==> src/rtl/burst_pkg.sv <==
// Package: shared types for the burst address sequence generator.
// Assumes: a one-bit order select where 0 is the default (interleaved) level.
package burst_pkg;

    typedef enum logic {
        ORD_XOR    = 1'b0,
        ORD_LINEAR = 1'b1
    } burst_order_e;

endpackage

==> src/rtl/burst_load_reg.sv <==
// Module: burst_load_reg
// Holds the start address and the step order captured at the last load.
// Assumes: load is the OR of all strobes; reset is synchronous, active low.
module burst_load_reg
    import burst_pkg::*;
#(
    parameter int ADDR_W = 20
) (
    input  logic              clk,
    input  logic              rst_n,
    input  logic              load,
    input  logic [ADDR_W-1:0] addr_in,
    input  logic              order_in,
    output logic [ADDR_W-1:0] base_q,
    output burst_order_e      order_q
);

    // Capture start address and order on a load edge; otherwise hold.
    always_ff @(posedge clk) begin
        if (!rst_n) begin
            base_q  <= '0;
            order_q <= ORD_XOR;
        end else if (load) begin
            base_q  <= addr_in;
            order_q <= burst_order_e'(order_in);
        end
    end

endmodule

==> src/rtl/burst_pos_counter.sv <==
// Module: burst_pos_counter
// Position counter inside a burst: cleared on load, stepped on advance.
// Assumes: load has priority over step; wraps modulo 2**CNT_W.
module burst_pos_counter #(
    parameter int CNT_W = 2
) (
    input  logic             clk,
    input  logic             rst_n,
    input  logic             load,
    input  logic             step,
    output logic [CNT_W-1:0] pos_q
);

    localparam logic [CNT_W-1:0] ONE = CNT_W'(1);

    // Clear on load, increment on step, otherwise hold.
    always_ff @(posedge clk) begin
        if (!rst_n) begin
            pos_q <= '0;
        end else if (load) begin
            pos_q <= '0;
        end else if (step) begin
            pos_q <= pos_q + ONE;
        end
    end

endmodule

==> src/rtl/burst_low_map.sv <==
// Module: burst_low_map
// Maps the start low bits and burst position to the current low address bits.
// Assumes: linear order adds modulo 2**CNT_W; the other order XORs bitwise.
module burst_low_map
    import burst_pkg::*;
#(
    parameter int CNT_W = 2
) (
    input  logic [CNT_W-1:0] start_low,
    input  logic [CNT_W-1:0] pos,
    input  burst_order_e     order,
    output logic [CNT_W-1:0] low_out
);

    logic [CNT_W-1:0] lin_low;
    logic [CNT_W-1:0] xor_low;

    // Linear order: wrap-around sum within the aligned group.
    always_comb lin_low = start_low + pos;

    // Interleaved order: one XOR per address bit.
    for (genvar b = 0; b < CNT_W; b++) begin : g_xor
        assign xor_low[b] = start_low[b] ^ pos[b];
    end

    // Pick the order latched at load time.
    always_comb low_out = (order == ORD_LINEAR) ? lin_low : xor_low;

endmodule

==> src/rtl/burst_addr_seq.sv <==
// Module: burst_addr_seq (top)
// Burst word-address generator: two load strobes, an advance gate, and
// linear or interleaved stepping of the low CNT_W bits.
// Assumes: ADDR_W > CNT_W; all inputs synchronous to clk; reset active low.
module burst_addr_seq
    import burst_pkg::*;
#(
    parameter int ADDR_W = 20,
    parameter int CNT_W  = 2
) (
    input  logic              clk,
    input  logic              rst_n,
    input  logic              strobe_a,
    input  logic              strobe_b,
    input  logic              advance,
    input  logic              order_lin,
    input  logic [ADDR_W-1:0] ext_addr,
    output logic [ADDR_W-1:0] addr_out,
    output logic [CNT_W-1:0]  burst_pos
);

    logic              load;
    logic              step;
    logic [ADDR_W-1:0] base_q;
    burst_order_e      order_q;
    logic [CNT_W-1:0]  low_bits;

    // Either strobe loads; advance steps only without a strobe.
    always_comb begin
        load = strobe_a | strobe_b;
        step = advance & ~load;
    end

    burst_load_reg #(.ADDR_W(ADDR_W)) u_load (
        .clk      (clk),
        .rst_n    (rst_n),
        .load     (load),
        .addr_in  (ext_addr),
        .order_in (order_lin),
        .base_q   (base_q),
        .order_q  (order_q)
    );

    burst_pos_counter #(.CNT_W(CNT_W)) u_pos (
        .clk   (clk),
        .rst_n (rst_n),
        .load  (load),
        .step  (step),
        .pos_q (burst_pos)
    );

    burst_low_map #(.CNT_W(CNT_W)) u_map (
        .start_low (base_q[CNT_W-1:0]),
        .pos       (burst_pos),
        .order     (order_q),
        .low_out   (low_bits)
    );

    // Upper bits come from the loaded address; low bits from the map.
    always_comb addr_out = {base_q[ADDR_W-1:CNT_W], low_bits};

endmodule

==> config.mk <==
export PLATFORM = sky130hd
export DESIGN_NAME = burst_addr_seq
export DESIGN_NICKNAME = d
export VERILOG_FILES = /design/src/rtl/burst_pkg.sv /design/src/rtl/burst_load_reg.sv /design/src/rtl/burst_pos_counter.sv /design/src/rtl/burst_low_map.sv /design/src/rtl/burst_addr_seq.sv
export SDC_FILE = /design/constraint.sdc
export NUM_CORES = 1
export LEC_CHECK = 0
export BUFFER_PORTS_ARGS = -buffer_cell sky130_fd_sc_hd__buf_2
export CORE_MARGIN = 2
export CORE_UTILIZATION = 35
export CTS_CLUSTER_SIZE = 14
export DETAILED_ROUTE_END_ITERATION = 10
export PLACE_DENSITY_LB_ADDON = 0.15
export SYNTH_ARGS = -nofsm -noshare
export SYNTH_HDL_FRONTEND = slang
export SYNTH_SLANG_ARGS = --single-unit
==> constraint.sdc <==
create_clock -name clk -period 1.4 [get_ports clk]
set_input_delay 0.35 -clock clk [delete_from_list [all_inputs] [get_ports clk]]
set_output_delay 0.35 -clock clk [all_outputs]
set_load 0.03 [all_outputs]
==> flow_metrics.tcl, run 1 <==
set metrics [dict create \
    run_status "complete, but fails checks" \
    violations "negative setup slack" \
    final_cell_mix "buf_2 (45), o21ai_0 (21), a21boi_1 (21)" \
    cts_buffers 3 \
    relSlewSlack_pct 61.82 \
    drt_iter0_drc 19 \
    syn_nets 151 \
    yosys_warnings 0 \
    core-area_um2 3284 \
    synth_top_area_share_pct 38.94 \
    clockRootBuffer "clkbuf_4" \
    num_rows 21 \
    required_ns 1.05 \
    synthCells 124 \
    dp_hpwl_um 1543 \
    finalClockSkew_ns 0.000002970 \
    leakage_uw 0.0006035 \
    final_max_slew_viol_count 0 \
    critical_path_arrival_ns 1.16 \
    dieWidth_um 62.12 \
    hold-path-endpoint "u_load.base_q[0]" \
    crit_path_start "u_load.base_q[1]" \
    avgSynthCellArea_um2 9.535 \
    ios 48 \
    postLayoutCoreUtil_pct 43.09 \
    synth_cell_type_count 18 \
    r2r-start "u_load.base_q[16]" \
    setup_slack_ns -0.1092 \
    drive_gt1_share_pct 45.33 \
    path_max_fanout 2 \
    area_growth_pct 19.68 \
    ff2ff_path_depth 2 \
    maxCapViolCount 0 \
    clk_pin_slew_ns 0.12 \
    htree_levels 1 \
    clock.fmax_ghz 0.6626 \
    antenna_found_initial 0 \
    place_congestion 0.7810 \
    clock_latency_ns 0.30 \
    ir_drop_uv 503.6 \
    first_global_vias 856 \
    cellPowerDensity_nw_per_um2 900.3 \
    die-area_um2 3859 \
    worstHoldStart "ext_addr[0]" \
    cts_tree "built" \
    dp.cells 190 \
    via_per_inst 4.699 \
    drc 0 \
    yosysTopAreaCell "dfxtp_1" \
    grt_pass1_wl_um 3891 \
    grt_max_degree 44 \
    io_buffers 47 \
    grt_overflow_total 0 \
    ys_seq_area_share_pct 38.94 \
    dr.pass1.iters 2 \
    clock_sinks 23 \
    layout_commonest_cell "buf_2" \
    min_path_type "primary input to register" \
    ys_seq_elements 23 \
    min_period_ns 1.509 \
    tightest_slew_ns 0.5727 \
    setup-violations-final 1 \
    postCtsHoldBufs 0 \
    r2r_slack_ns 0.44 \
    r2r_end "u_load.base_q[16]" \
    die_h_um 62.12 \
    ctsLongestPathBuffers 2 \
    worstSetupPathType "register to output port" \
    timing.final.crit_share_pct 107.8 \
    antenna_cells 0 \
    postRouteWirelength_um 2279 \
    wl_per_cell_um 11.63 \
    vias 921 \
    cp-start-kind "register" \
    fin_cells 196 \
    final-hold-violation-count 0 \
    grt.total_usage_pct 12.18 \
    syn_area_um2 1182 \
    rsz0062_at_grt "true" \
    start_util_pct 36.00 \
    ant_nets 0 \
    ys_top_cells_by_area "dfxtp_1 (39%), a21boi_1 (13%), or3b_1 (13%)" \
    holdPathStages 3 \
    nets 178 \
    n_fill_cell 333 \
    cp-end-kind "output port" \
]
==> through the flow <==
step	hold slack, ns	cell area [µm²]	worst slack (ns)	total power (µW)	TNS (ns)
after floorplan	0.4931	1210	0.02897	947.6	0
after global placement	0.5254	1321	0.06321	981.8	0
after detailed placement	0.5312	1321	0.03254	987.9	0
after CTS	0.2767	1415	-0.1433	1307	-0.1452
after global routing	0.2793	1415	-0.1848	1359	-0.2193
final	0.2954	1415	-0.1092	1274	-0.1092
==> where the power goes <==
group	leakage (µW)	internal, µW	switching, µW	total (µW)
clock network	0.0000150	111	180	291
registers	0.000193	691	20.4	711
logic	0.000396	112	160	272
total	0.000604	913	361	1270
==> worst max-delay path, stage by stage (launching register included) <==
cell     delay [ns]
dfxtp_4        0.38
xor2_4         0.21
xnor2_4        0.13
buf_6          0.14
==> kinds of logic (layout without fill, tap and decap cells) <==
logic type      count (synthesis)  count (layout)  share of synthesized area (%)
compound gates                 44              44                          23.81
simple gates                   25              25                          17.99
fa+ha+maj                       1               1                          1.058
buf+inv                        28              54                          15.98
xor+xnor                        3               3                          2.223
flops                          23              23                          38.94
==> cell usage after synthesis <==
cell,count
clkbuf_1,7
buf_6,2
buf_4,18
o21ai_0,21
buf_2,1
xor2_1,1
a21oi_2,1
nor2_2,1
dfxtp_1,23
nand3b_1,1
a21bo_2,1
ha_1,1
nand2_1,1
or3b_2,3
or3b_1,18
a21boi_1,21
xnor2_1,2
or3b_4,1
==> flip-flops by register name, indices dropped and copies added (netlist names) <==
signal and cells:
u_load.base_q 20, u_load.order_q 1, u_pos.pos_q 2
==> how the worst max path moves through the flow <==
| stage | slack [ns] | cells after the start | endpoint |
|---|---|---|---|
| 2_1_floorplan | 0.03 | 3 | addr_out[1] |
| 3_5_place_dp | 0.03 | 3 | u_load.base_q[15] |
| 4_1_cts | -0.14 | 3 | addr_out[1] |
| 3_3_place_gp | 0.06 | 4 | addr_out[1] |
| 5_1_grt | -0.18 | 3 | addr_out[1] |
| 6_report | -0.11 | 3 | addr_out[1] |
==> per-layer routing <==
layer	vias up	routed length, µm	GRT usage [%]
met5	-	0	0
met4	0	8	1.667
met3	2	140	4.529
met2	27	1053	20.38
met1	420	1076	15.42
li1	472	-	-
==> area by class of cell <==
type | instances | area, µm² | area share [%]
Clock buffer | 4 | 26.28 | 1.857
Multi-Input combinational cell | 73 | 590.6 | 41.73
Sequential cell | 23 | 470.5 | 33.24
Tap cell | 46 | 57.56 | 4.067
Timing Repair Buffer | 50 | 270.3 | 19.10
==> what timing repair did <==
item	4_1_cts	5_1_grt
resized for setup	14	0
pin swaps	2	1
setup endpoints to repair	2	3
setup buffers	2	0
Power figures use the tool's default switching activity.
==> run 2, diff against run 1 <==
--- a/config.mk
+++ b/config.mk
@@ -6,6 +6,8 @@
 export NUM_CORES = 1
 export LEC_CHECK = 0
 export BUFFER_PORTS_ARGS = -buffer_cell sky130_fd_sc_hd__buf_2
+export CELL_PAD_IN_SITES_DETAIL_PLACEMENT = 1
+export CELL_PAD_IN_SITES_GLOBAL_PLACEMENT = 1
 export CORE_MARGIN = 2
 export CORE_UTILIZATION = 35
 export CTS_CLUSTER_SIZE = 14
==> flow_metrics.tcl, run 2 (synthesized netlist as in run 1, its figures left out) <==
set metrics [dict create \
    run_status "complete, but fails checks" \
    violations "negative setup slack" \
    ios 48 \
    min_path_type "primary input to register" \
    grt_pass1_wl_um 4809 \
    place_ws_ns 0.009362 \
    tightest_slew_ns 0.5463 \
    vias 978 \
    dp_hpwl_um 1835 \
    placed_cell_area_um2 1349 \
    start_util_pct 36.00 \
    core-area_um2 3284 \
    largest_register_ffs 20 \
    wl_met3_um 144 \
    holdPathStages 3 \
    dp.cells 192 \
    finalClockSkew_ns 0.0002772 \
    final-hold-violation-count 0 \
    dieWidth_um 62.12 \
    worstHoldStart "ext_addr[13]" \
    final_max_slew_viol_count 0 \
    leakage_uw 0.0006203 \
    dr.pass1.iters 4 \
    postRouteWirelength_um 2608 \
    first_global_vias 1050 \
    clock.fmax_ghz 0.6457 \
    wl_met1_um 1079 \
    routed.top_layer "met4" \
    path_max_fanout 2 \
    wl_per_cell_um 13.17 \
    clock_latency_ns 0.30 \
    die-area_um2 3859 \
    cts_buffers 3 \
    max_flop_register "u_load.base_q" \
    min_period_ns 1.549 \
    postLayoutCoreUtil_pct 44.19 \
    r2r_slack_ns 0.42 \
    cellPowerDensity_nw_per_um2 898.5 \
    relSlewSlack_pct 63.58 \
    crit_family "flip-flops" \
    worstSetupPathType "register to output port" \
    via_per_inst 4.939 \
    setup_slack_ns -0.1487 \
    cp.buffers_inverters 1 \
    io_buffers 47 \
    fin_cells 198 \
    antenna_found_initial 0 \
    grt.total_usage_pct 15.03 \
    critPathMaxStageDelay_ns 0.39 \
    ff2ff_path_depth 2 \
    cts_tree "built" \
    clockRootBuffer "clkbuf_4" \
    required_ns 1.05 \
    maxCapViolCount 0 \
    ir_drop_uv 366.9 \
    multiInputGateArea_um2 590.6 \
    setup-violations-final 1 \
    place_congestion 0.7754 \
    n_fill_cell 406 \
    r2r_end "u_load.base_q[15]" \
    clock_sinks 23 \
    num_rows 21 \
    grt_max_degree 44 \
    grt_overflow_total 0 \
    final_area_um2 1451 \
    nets 180 \
    ctsLongestPathBuffers 2 \
    htree_levels 1 \
    rsz0062_at_grt "true" \
    antenna_cells 0 \
    critical_path_arrival_ns 1.20 \
    drt_iter0_drc 7 \
    postCtsHoldBufs 0 \
    cp-end-kind "output port" \
    die_h_um 62.12 \
    power_uw 1304 \
    ant_nets 0 \
    r2r-start "u_load.base_q[15]" \
    layout_commonest_cell "buf_2" \
    drc 0 \
    reg_top3 "u_load.base_q (20), u_pos.pos_q (2), u_load.order_q (1)" \
    hold-path-endpoint "u_load.base_q[13]" \
    cpMaxStageDelayCell "dfxtp_4" \
    clk_pin_slew_ns 0.14 \
    area_growth_pct 22.75 \
    seqCellArea_um2 473.0 \
    wl_met2_um 1352 \
    drive_gt1_share_pct 46.71 \
    cp_cell_sequence "xor2_4, xnor2_4, buf_6" \
    final_cell_mix "buf_2 (43), o21ai_0 (21), a21boi_1 (21)" \
    cp-start-kind "register" \
    timing.final.crit_share_pct 110.6 \
]
[run 2: worst max-delay path by stage]
stage / from / to / slack (ns) / depth (start not counted)
floorplan: u_pos.pos_q[0] / addr_out[1] / 0.03 / 3
global route: u_load.base_q[1] / addr_out[1] / -0.21 / 3
finish: u_load.base_q[1] / addr_out[1] / -0.15 / 3
CTS: u_load.base_q[1] / addr_out[1] / -0.18 / 3
global placement: u_pos.pos_q[0] / addr_out[1] / 0.06 / 4
detailed placement: strobe_b / u_load.base_q[15] / 0.009 / 3
[run 2: worst min-delay path, stage by stage]
cell      delay (ns)
buf_2           0.09
o21ai_0         0.06
a21boi_1        0.06
[run 2: what timing repair did]
action                                  in CTS  in global routing
hold endpoints to repair                     0                  0
pin swaps                                    3                  0
setup buffers                                2                  0
resized for setup                           15                  2
cloned                                       0                  0
endpoints found under the setup margin       2                  4
[run 2: per-layer routing]
layer	global-route usage (%)	up-vias
met5	0	-
met4	5.000	0
met3	3.442	4
met2	27.17	28
met1	17.46	469
li1	-	477
[run 2: where the power goes]
part           switching, µW  leakage, µW  internal, µW
sequential              21.5     0.000193           689
combinational            164     0.000410           120
clock                    203    0.0000177           107
total                    388     0.000620           916
[run 2: area by class of cell]
| cell class | count | area share, % |
|---|---|---|
| Multi-Input combinational cell | 73 | 40.69 |
| Sequential cell | 23 | 32.59 |
| Tap cell | 46 | 3.966 |
| Clock inverter | 1 | 0.3448 |
| Clock buffer | 3 | 1.552 |
| Timing Repair Buffer | 52 | 20.86 |
[run 2: per-stage QoR]
stage / setup TNS (ns) / hold WS [ns]
2_1_floorplan: 0 / 0.4931
3_3_place_gp: 0 / 0.5257
3_5_place_dp: 0 / 0.5416
4_1_cts: -0.1989 / 0.2629
5_1_grt: -0.2519 / 0.2711
6_report: -0.1487 / 0.2762
==> run 3, diff against run 2 <==
--- a/config.mk
+++ b/config.mk
@@ -5,11 +5,13 @@
 export SDC_FILE = /design/constraint.sdc
 export NUM_CORES = 1
 export LEC_CHECK = 0
+export ABC_AREA = 1
 export BUFFER_PORTS_ARGS = -buffer_cell sky130_fd_sc_hd__buf_2
+export CAP_MARGIN = 20
 export CELL_PAD_IN_SITES_DETAIL_PLACEMENT = 1
 export CELL_PAD_IN_SITES_GLOBAL_PLACEMENT = 1
 export CORE_MARGIN = 2
-export CORE_UTILIZATION = 35
+export CORE_UTILIZATION = 34
 export CTS_CLUSTER_SIZE = 14
 export DETAILED_ROUTE_END_ITERATION = 10
 export PLACE_DENSITY_LB_ADDON = 0.15
==> flow_metrics.tcl, run 3 <==
set metrics [dict create \
    run_status "complete, but fails checks" \
    violations "negative setup slack" \
    clock_latency_ns 0.31 \
    area_growth_pct 20.98 \
    async_flop_share_pct 0 \
    cp_common_cell "inv_2" \
    cp-end-kind "output port" \
    tns_ns -0.1994 \
    grt.total_usage_pct 15.54 \
    ys_seq_elements 23 \
    setup_slack_ns -0.1750 \
    dp_hpwl_um 1792 \
    yosysTopAreaCell "dfxtp_1" \
    clock_sinks 23 \
    cp_cell_sequence "ha_4, nand2_4, inv_2, nand3_2, nand2_2, inv_2, buf_6" \
    final-hold-violation-count 0 \
    grt_max_degree 23 \
    place_ws_ns 0.05252 \
    htree_levels 1 \
    ios 48 \
    dr.pass1.iters 2 \
    dp.cells 195 \
    critical_path_arrival_ns 1.22 \
    ys_top_cells_by_area "dfxtp_1 (44%), buf_4 (14%), nor3_1 (10%)" \
    clk_pin_slew_ns 0.14 \
    syn_area_um2 1044 \
    seqCellArea_um2 465.4 \
    cts_buffers 3 \
    critPathMaxStageDelay_ns 0.39 \
    synth_top_area_share_pct 44.12 \
    max_flop_register "u_load.base_q" \
    ir_drop_uv 369.2 \
    die-area_um2 3528 \
    postCtsHoldBufs 0 \
    synth_edf_count 0 \
    place_congestion 0.6203 \
    start_util_pct 35.04 \
    reg_top3 "u_load.base_q (20), u_pos.pos_q (2), u_load.order_q (1)" \
    dominantRegCellSynth "dfxtp_1" \
    yosys_warnings 0 \
    drc 0 \
    ant_nets 0 \
    layout_commonest_cell "buf_2" \
    cts_setup_buffers 0 \
    syn_nets 162 \
    path_max_fanout 4 \
    grt_overflow_total 0 \
    crit_family "flip-flops" \
    finalClockSkew_ns 0.0005079 \
    largest_register_ffs 20 \
    leakage_uw 0.0006381 \
    cts_tree "built" \
    io_buffers 47 \
    antenna_found_initial 0 \
    multiInputGateArea_um2 416.7 \
    rsz0062_at_grt "true" \
    dieWidth_um 59.40 \
    drive_gt1_share_pct 41.57 \
    required_ns 1.05 \
    vias 936 \
    cellPowerDensity_nw_per_um2 1050 \
    relSlewSlack_pct 76.46 \
    wl_per_cell_um 12.01 \
    tightest_slew_ns 0.3532 \
    clockRootBuffer "clkbuf_4" \
    antenna_cells 0 \
    clock.fmax_ghz 0.6349 \
    synth_commonest_cells "dfxtp_1 (23), nor2_1 (23), nor3_1 (21)" \
    ctsLongestPathBuffers 2 \
    final_max_slew_viol_count 0 \
    num_rows 20 \
    via_per_inst 4.704 \
    maxCapViolCount 0 \
    nets 194 \
    die_h_um 59.40 \
    fin_hold_ws_ns 0.2628 \
    grt_pass1_wl_um 4112 \
    worstSetupPathType "register to output port" \
    cpMaxStageDelayCell "dfxtp_4" \
    setup-violations-final 2 \
    min_path_type "primary input to register" \
    synthCells 135 \
    final_cell_mix "buf_2 (45), nor2_1 (23), nor3_1 (21), dfxtp_1 (21), o21ai_1 (19)" \
    min_period_ns 1.575 \
    ys_seq_area_share_pct 44.12 \
    cp.buffers_inverters 3 \
    fin_cells 199 \
    synth_cell_type_count 14 \
    core-area_um2 2978 \
    drt_iter0_drc 23 \
    avgSynthCellArea_um2 7.730 \
    first_global_vias 951 \
    n_fill_cell 395 \
    postRouteWirelength_um 2389 \
    timing.final.crit_share_pct 112.5 \
    cp-start-kind "register" \
]
## run 3: logic make-up (layout without fill, tap and decap cells)
group / count (synthesis) / in the layout / share of synthesized area (%)
flip-flops: 23 / 23 / 44.12
AO/OA/AOI/OAI: 21 / 21 / 10.07
buffers and inverters: 31 / 62 / 19.06
adder cells (fa/ha/maj): 1 / 1 / 1.199
AND/OR/NAND/NOR: 59 / 59 / 25.54
## run 3: timing repair
action	CTS	global route
resized for setup	10	5
pin swaps	4	2
setup endpoints to repair	2	2
## run 3: tightest hold or removal path, stage by stage
cell     delay [ns]
buf_2          0.07
o21ai_1        0.05
nor2_1         0.07
## run 3: where the power goes
group,internal (µW),switching [µW],total [µW],leakage [µW]
logic,109,187,296,0.000428
registers,698,24.7,723,0.000192
clock network,107,199,306,0.0000177
## run 3: per-layer routing
layer | vias up | GRT usage, % | share of wire, %
met5 | - | 0 | 0
met4 | 0 | 5.844 | 0.71
met3 | 2 | 2.838 | 5.8
met2 | 27 | 29.98 | 54
met1 | 421 | 16.33 | 39
li1 | 486 | - | -
## run 3: worst paths after layout
kind              slack, ns  cells after the start               from                end
hold / removal         0.26                      3        ext_addr[7]   u_load.base_q[7]
hold reg to reg        0.50                      2  u_load.base_q[14]  u_load.base_q[14]
setup reg to reg       0.63                      5     u_pos.pos_q[0]     u_pos.pos_q[1]
setup / recovery      -0.17                      7     u_pos.pos_q[0]        addr_out[1]
## run 3: cell type report
cell class | instances | share of cell area [%]
clock inverter | 1 | 0.3964
inverter | 5 | 1.487
multi-input combinational | 81 | 33.00
sequential | 23 | 36.87
clock buffer | 3 | 1.784
tap | 33 | 3.271
timing repair buffer | 53 | 23.19
## run 3: per-stage QoR
step,utilization [%],total power (µW),cell area [µm²]
final,42.39,1325,1262
after global routing,42.39,1419,1262
after CTS,41.89,1357,1247
after detailed placement,39.83,1027,1186
after global placement,39.83,1018,1186
after floorplan,-,970.9,1045
